## src/rtl/hsp_pkg.sv

```systemverilog
package hsp_pkg;
  localparam int DIV_W   = 7;
  localparam int CODE_W  = 2;
  localparam int SRC_N   = 3;
  localparam int SEL_W   = $clog2(SRC_N);
  localparam int STEP_W  = 3;
  localparam int WORD_W  = 16;
  localparam int CODE_BIAS = 3;

  typedef struct packed {
    logic              en;
    logic              pri_sel;
    logic              sec_sel;
    logic [2:0]        spare_hi;
    logic [CODE_W-1:0] code;
    logic              spare_lo;
    logic [DIV_W-1:0]  div;
  } word_t;

  function automatic logic word_usable(word_t w);
    return (w.code != '0) && (w.div >= DIV_W'(2));
  endfunction

  function automatic logic [SEL_W-1:0] word_src(word_t w);
    if (!w.pri_sel)     return SEL_W'(0);
    else if (!w.sec_sel) return SEL_W'(1);
    else                return SEL_W'(2);
  endfunction
endpackage

```

## src/rtl/hsp_word_regs.sv

```systemverilog
module hsp_word_regs
  import hsp_pkg::*;
(
  input  logic   clk_i,
  input  logic   rst_ni,
  input  logic   we_i,
  input  word_t  wdata_i,
  input  logic   period_end_i,
  output word_t  run_word_o,
  output logic   running_o,
  output logic   bad_o
);
  word_t pend_q, pend_d;
  word_t act_q, act_d;

  assign running_o = act_q.en && word_usable(act_q);
  assign bad_o     = pend_q.en && !word_usable(pend_q);
  assign run_word_o = act_q;

  always_comb begin
    pend_d = pend_q;
    if (we_i) pend_d = wdata_i;
    act_d = act_q;
    if (!running_o || period_end_i) act_d = pend_q;
  end

  always_ff @(posedge clk_i or negedge rst_ni) begin
    if (!rst_ni) begin
      pend_q <= '0;
      act_q  <= '0;
    end else begin
      pend_q <= pend_d;
      act_q  <= act_d;
    end
  end

  AST_WORD_HELD: assert property (@(posedge clk_i) disable iff (!rst_ni)
    (running_o && !period_end_i) |=> $stable(act_q));
endmodule

```

## src/rtl/hsp_src_mux.sv

```systemverilog
module hsp_src_mux
  import hsp_pkg::*;
(
  input  logic [SRC_N-1:0] tick_i,
  input  logic [SEL_W-1:0] sel_i,
  output logic             tick_o
);
  always_comb begin
    case (sel_i)
      SEL_W'(0): tick_o = tick_i[0];
      SEL_W'(1): tick_o = tick_i[1];
      SEL_W'(2): tick_o = tick_i[2];
      default:   tick_o = 1'b0;
    endcase
  end
endmodule

```

## src/rtl/hsp_prediv.sv

```systemverilog
module hsp_prediv
  import hsp_pkg::*;
(
  input  logic              clk_i,
  input  logic              rst_ni,
  input  logic              run_i,
  input  logic              tick_i,
  input  logic [CODE_W-1:0] code_i,
  output logic              step_o
);
  logic [STEP_W-1:0] cnt_q, cnt_d;
  logic [STEP_W-1:0] limit;

  assign limit  = STEP_W'(code_i) + STEP_W'(CODE_BIAS);
  assign step_o = run_i && tick_i && (cnt_q == limit - STEP_W'(1));

  always_comb begin
    cnt_d = cnt_q;
    if (!run_i)       cnt_d = '0;
    else if (step_o)  cnt_d = '0;
    else if (tick_i)  cnt_d = cnt_q + STEP_W'(1);
  end

  always_ff @(posedge clk_i or negedge rst_ni) begin
    if (!rst_ni) cnt_q <= '0;
    else         cnt_q <= cnt_d;
  end

  AST_PRE_IN_RANGE: assert property (@(posedge clk_i) disable iff (!rst_ni)
    run_i |-> (cnt_q < limit));
endmodule

```

## src/rtl/hsp_outdiv.sv

```systemverilog
module hsp_outdiv
  import hsp_pkg::*;
(
  input  logic             clk_i,
  input  logic             rst_ni,
  input  logic             run_i,
  input  logic             step_i,
  input  logic [DIV_W-1:0] div_i,
  output logic             period_end_o,
  output logic             level_o,
  output logic             rise_o
);
  logic [DIV_W-1:0] idx_q, idx_d;
  logic             lvl_q, lvl_d;
  logic             rise_q, rise_d;
  logic [DIV_W-1:0] high_steps;

  assign high_steps   = div_i - (div_i >> 1);
  assign period_end_o = step_i && (idx_q == div_i - DIV_W'(1));

  always_comb begin
    idx_d  = idx_q;
    lvl_d  = lvl_q;
    rise_d = 1'b0;
    if (!run_i) begin
      idx_d = '0;
      lvl_d = 1'b0;
    end else if (step_i) begin
      idx_d  = period_end_o ? '0 : idx_q + DIV_W'(1);
      lvl_d  = (idx_q < high_steps);
      rise_d = (idx_q == '0);
    end
  end

  always_ff @(posedge clk_i or negedge rst_ni) begin
    if (!rst_ni) begin
      idx_q  <= '0;
      lvl_q  <= 1'b0;
      rise_q <= 1'b0;
    end else begin
      idx_q  <= idx_d;
      lvl_q  <= lvl_d;
      rise_q <= rise_d;
    end
  end

  assign level_o = lvl_q;
  assign rise_o  = rise_q;

  AST_IDX_IN_RANGE: assert property (@(posedge clk_i) disable iff (!rst_ni)
    run_i |-> (idx_q < div_i));
  AST_RISE_ON_EDGE: assert property (@(posedge clk_i) disable iff (!rst_ni)
    rise_q |-> (lvl_q && !$past(lvl_q)));
  AST_RISE_SINGLE: assert property (@(posedge clk_i) disable iff (!rst_ni)
    rise_q |=> !rise_q);
  AST_IDLE_LOW: assert property (@(posedge clk_i) disable iff (!rst_ni)
    !run_i |=> !lvl_q);
endmodule

```

## src/rtl/hsp_clkgen.sv

```systemverilog
module hsp_clkgen
  import hsp_pkg::*;
(
  input  logic              clk_i,
  input  logic              rst_ni,
  input  logic [SRC_N-1:0]  src_tick_i,
  input  logic              cfg_we_i,
  input  logic [WORD_W-1:0] cfg_wdata_i,
  output logic              gen_clk_o,
  output logic              gen_rise_o,
  output logic              cfg_bad_o
);
  logic [1:0] rst_pipe_q;
  logic       rst_n;
  word_t      run_word;
  logic       running;
  logic       period_end;
  logic       sel_tick;
  logic       step;

  always_ff @(posedge clk_i or negedge rst_ni) begin
    if (!rst_ni) rst_pipe_q <= 2'b00;
    else         rst_pipe_q <= {rst_pipe_q[0], 1'b1};
  end
  assign rst_n = rst_pipe_q[1];

  hsp_word_regs i_regs (
    .clk_i        (clk_i),
    .rst_ni       (rst_n),
    .we_i         (cfg_we_i),
    .wdata_i      (word_t'(cfg_wdata_i)),
    .period_end_i (period_end),
    .run_word_o   (run_word),
    .running_o    (running),
    .bad_o        (cfg_bad_o)
  );

  hsp_src_mux i_mux (
    .tick_i (src_tick_i),
    .sel_i  (word_src(run_word)),
    .tick_o (sel_tick)
  );

  hsp_prediv i_pre (
    .clk_i  (clk_i),
    .rst_ni (rst_n),
    .run_i  (running),
    .tick_i (sel_tick),
    .code_i (run_word.code),
    .step_o (step)
  );

  hsp_outdiv i_div (
    .clk_i        (clk_i),
    .rst_ni       (rst_n),
    .run_i        (running),
    .step_i       (step),
    .div_i        (run_word.div),
    .period_end_o (period_end),
    .level_o      (gen_clk_o),
    .rise_o       (gen_rise_o)
  );

  AST_BAD_NEVER_RISES: assert property (@(posedge clk_i) disable iff (!rst_n)
    (!running && !$past(running)) |-> !gen_rise_o);
endmodule

```

## config.mk

```make
export PLATFORM = sky130hd
export DESIGN_NAME = hsp_clkgen
export DESIGN_NICKNAME = d
export VERILOG_FILES = /design/src/rtl/hsp_pkg.sv /design/src/rtl/hsp_word_regs.sv /design/src/rtl/hsp_src_mux.sv /design/src/rtl/hsp_prediv.sv /design/src/rtl/hsp_outdiv.sv /design/src/rtl/hsp_clkgen.sv
export SDC_FILE = /design/constraint.sdc
export NUM_CORES = 1
export LEC_CHECK = 0
export BUFFER_PORTS_ARGS = -buffer_cell sky130_fd_sc_hd__clkbuf_2
export CAP_MARGIN = 10
export CORE_ASPECT_RATIO = 0.8
export CORE_MARGIN = 8
export CORE_UTILIZATION = 47
export CTS_CLUSTER_SIZE = 28
export DETAILED_ROUTE_END_ITERATION = 10
export GPL_ROUTABILITY_DRIVEN = 0
export PLACE_DENSITY = 0.63
export REMOVE_ABC_BUFFERS = 1
export SLEW_MARGIN = 5
export SYNTH_ARGS = -nofsm -noshare
export SYNTH_HDL_FRONTEND = slang
export SYNTH_SLANG_ARGS = --single-unit
```

## constraint.sdc

```tcl
create_clock -name clk_i -period 1.6 [get_ports clk_i]
set_clock_uncertainty 0.15 [all_clocks]
set_input_delay 0.08 -clock clk_i [delete_from_list [all_inputs] [get_ports clk_i]]
set_output_delay 0.08 -clock clk_i [all_outputs]
set_load 0.02 [all_outputs]
```

==> results_dict.tcl <==
set metrics [dict create \
    vias 1991 \
    rsz0062_at_grt "yes" \
    drive_gt1_share_pct 51.36 \
    fin_crit_ns 2.631 \
    die_y_um 80.48 \
    status "finished with violations" \
    first_global_vias 2114 \
    cts-buffers-inserted 5 \
    dp_hpwl_mm 4.047 \
    worst_slack_ns -1.031 \
    drc 0 \
    grt_usage_pct 16.76 \
    n_fill_cell 363 \
    maxClockFrequency_ghz 0.3801 \
    initial_core_util_pct 48.78 \
    clk_latency_ns 0.29 \
    yosysMostFrequentCell "dfrtp_1" \
    dr.pass1.iters 4 \
    critPathKind "register to register" \
    antenna_left 0 \
    synth_top_cells_by_count "dfrtp_1 (38), ha_1 (27), inv_1 (15), mux2_2 (15), xnor2_1 (14)" \
    final_min_period_over_clock_period_pct 164.4 \
    start_kind "register" \
    synth_seq_area_share_pct 38.93 \
    syn_inst 223 \
    clock_sink_count 38 \
    n_antenna_cell 0 \
    ys.flop_type "dfrtp_1" \
    finalSetupViolations 25 \
    grt_pass1_wl_mm 10.03 \
    synth_area_mm2 0.002442 \
    io_buffers 20 \
    netlist.area_leader.share_pct 38.93 \
    grt_max_degree 37 \
    fin_worst_hold_slack_ns 0.1315 \
    tritoncts "built" \
    clk_pin_slew_worst_paths_ns 0.08 \
    drtIter0Drc 87 \
    yosys.area_share.adder_pct 14.65 \
    grt_overflow 0 \
    synth_edf_count 0 \
    maxCapViolations 0 \
    clockBufferDepth 2 \
    htree_levels 2 \
    synth_area_leaders "dfrtp_1 (39%), ha_1 (14%), mux2_2 (6.9%)" \
    area_growth_pct 48.51 \
    io_pins 25 \
    routedWlPerCell_um 14.95 \
    synth_mux_area_share_pct 13.01 \
    slew_viol_final 0 \
    synth-seq-cells 38 \
    detailedPlace.worstSlack_ns -1.049 \
    utilization_pct 72.44 \
    synth_xor_area_share_pct 6.096 \
    routed_wl_mm 5.874 \
    syn_area_per_cell_um2 10.95 \
    rows 23 \
    clock_tree.root_cell "clkbuf_8" \
    power_density_mw_per_mm2 1934 \
    synth_top_family_by_area "adder cells" \
    synthSimpleGateAreaFrac_pct 14.14 \
    dieArea_mm2 0.007773 \
    nets 380 \
    vdd_drop_max_v 0.001008 \
    antenna_found_initial 0 \
    hp-class "register to async pin" \
    via_per_inst 5.066 \
    end_kind "register" \
    design.core.area_mm2 0.005007 \
    critical_path_required_ns 1.67 \
    yosys_warnings 0 \
    yosysUniqueCellTypes 43 \
    synth_area_leader_cell "dfrtp_1" \
    crit_arrival_ns 2.70 \
    violations "negative setup slack" \
    async_flop_share_pct 100.0 \
    p_leak_nw 1.690 \
    hold_viol 0 \
    die_w_um 96.60 \
    cp_max_fo 5 \
    synth_compound_area_share_pct 9.221 \
]
-- final cells by class --
cell class | count | area [um^2] | area share [%]
multi-input combinational | 165 | 1604 | 44.22
sequential | 38 | 952.2 | 26.25
inverter | 15 | 56.30 | 1.552
clock inverter | 2 | 12.51 | 0.3449
clock buffer | 6 | 82.58 | 2.277
tap | 62 | 77.57 | 2.139
timing repair buffer | 105 | 842.1 | 23.21
-- worst max-delay path: stages (launching register included) --
cell and delay [ns]:
dfrtp_2 0.44, ha_4 0.16, inv_2 0.04, fa_2 0.35, nand2b_1 0.09, a21oi_2 0.06, o21bai_1 0.15, a21oi_1 0.08
nor2_1 0.13, xnor2_1 0.15, ha_1 0.28, a211oi_2 0.24, o21ai_1 0.11, a21oi_1 0.13
-- registers in the layout (all words and copies together) (netlist names) --
| register | cells |
|---|---|
| i_div.level_o | 1 |
| i_div.idx_q | 7 |
| rst_pipe_q | 2 |
| i_regs.run_word_o | 12 |
| i_regs.pend_q | 12 |
| i_pre.cnt_q | 3 |
| i_div.rise_o | 1 |
-- layout by cell type, fill, tap and decap left out, types with 2 or more instances in the layout --
master	n
xnor2_1	11
a21o_1	3
a31oi_1	4
inv_2	4
clkbuf_8	7
or2_2	2
buf_4	61
ha_1	21
xnor2_2	3
clkbuf_2	19
nand2b_1	4
o21ai_0	2
nand3b_1	4
nand3_1	4
nand2_1	11
a21oi_4	2
mux2_4	10
nand3_2	6
dlygate4sd3_1	14
ha_2	2
inv_1	11
or4_1	4
a21oi_2	4
a21oi_1	7
nand4_1	2
xor2_1	3
o21bai_1	2
o21ai_1	4
ha_4	4
nor2_1	6
nor3_2	2
dfrtp_1	37
mux2_2	14
buf_6	8
-- worst paths after layout --
check                      slack, ns                       endpoint  cells after the start                              from
max                            -1.03      i_div.level_o$_DFFE_PN0P_                     13  i_regs.run_word_o[1]$_DFFE_PN0P_
min                             0.13     i_div.idx_q[6]$_DFFE_PN0P_                      1           rst_pipe_q[1]$_DFF_PN0_
max reg2reg                    -1.03      i_div.level_o$_DFFE_PN0P_                     13  i_regs.run_word_o[1]$_DFFE_PN0P_
min reg2reg                     0.13     i_div.idx_q[6]$_DFFE_PN0P_                      1           rst_pipe_q[1]$_DFF_PN0_
max in group asynchronous       0.69        rst_pipe_q[0]$_DFF_PN0_                      3                            rst_ni
min in group clk_i              0.14  i_regs.pend_q[13]$_DFFE_PN0P_                      2                          cfg_we_i
-- power breakdown --
group	internal, mW	total (mW)	switching [mW]
Sequential	1.18	1.33	0.149
Clock	0.346	0.695	0.348
Combinational	2.85	4.99	2.14
Total	4.38	7.02	2.64
-- what timing repair did --
item	4_1_cts	5_1_grt
setup buffers	10	3
cloned	2	0
pin swaps	27	16
hold buffers	14	0
setup endpoints to repair	25	25
endpoints found under the hold margin	14	0
resized for setup	48	14
-- stage by stage --
step | cell area, um^2 | setup TNS, ns | instances | power, mW
6_report | 3627 | -16.60 | 393 | 7.017
5_1_grt | 3627 | -18.75 | 393 | 7.516
4_1_cts | 3556 | -16.65 | 390 | 6.746
3_5_place_dp | 3047 | -17.58 | 360 | 5.125
3_3_place_gp | 3047 | -17.00 | 360 | 5.004
2_1_floorplan | 2406 | -13.53 | 218 | 3.606
-- per-layer routing --
layer | GRT usage, % | wire, um | up-vias
li1 | - | - | 993
met5 | 0 | 0 | -
met2 | 27.33 | 2838 | 40
met3 | 4.190 | 252 | 9
met4 | 5.430 | 81 | 0
met1 | 21.11 | 2701 | 949
-- cells by family after synthesis --
kind of cell,Yosys count
flip-flops,38
AO/OA/AOI/OAI,34
XOR/XNOR,17
AND/OR/NAND/NOR,60
multiplexers,25
buffers and inverters,20
other,1
adder cells (fa/ha/maj),28
(Power assumes the default switching activity.)
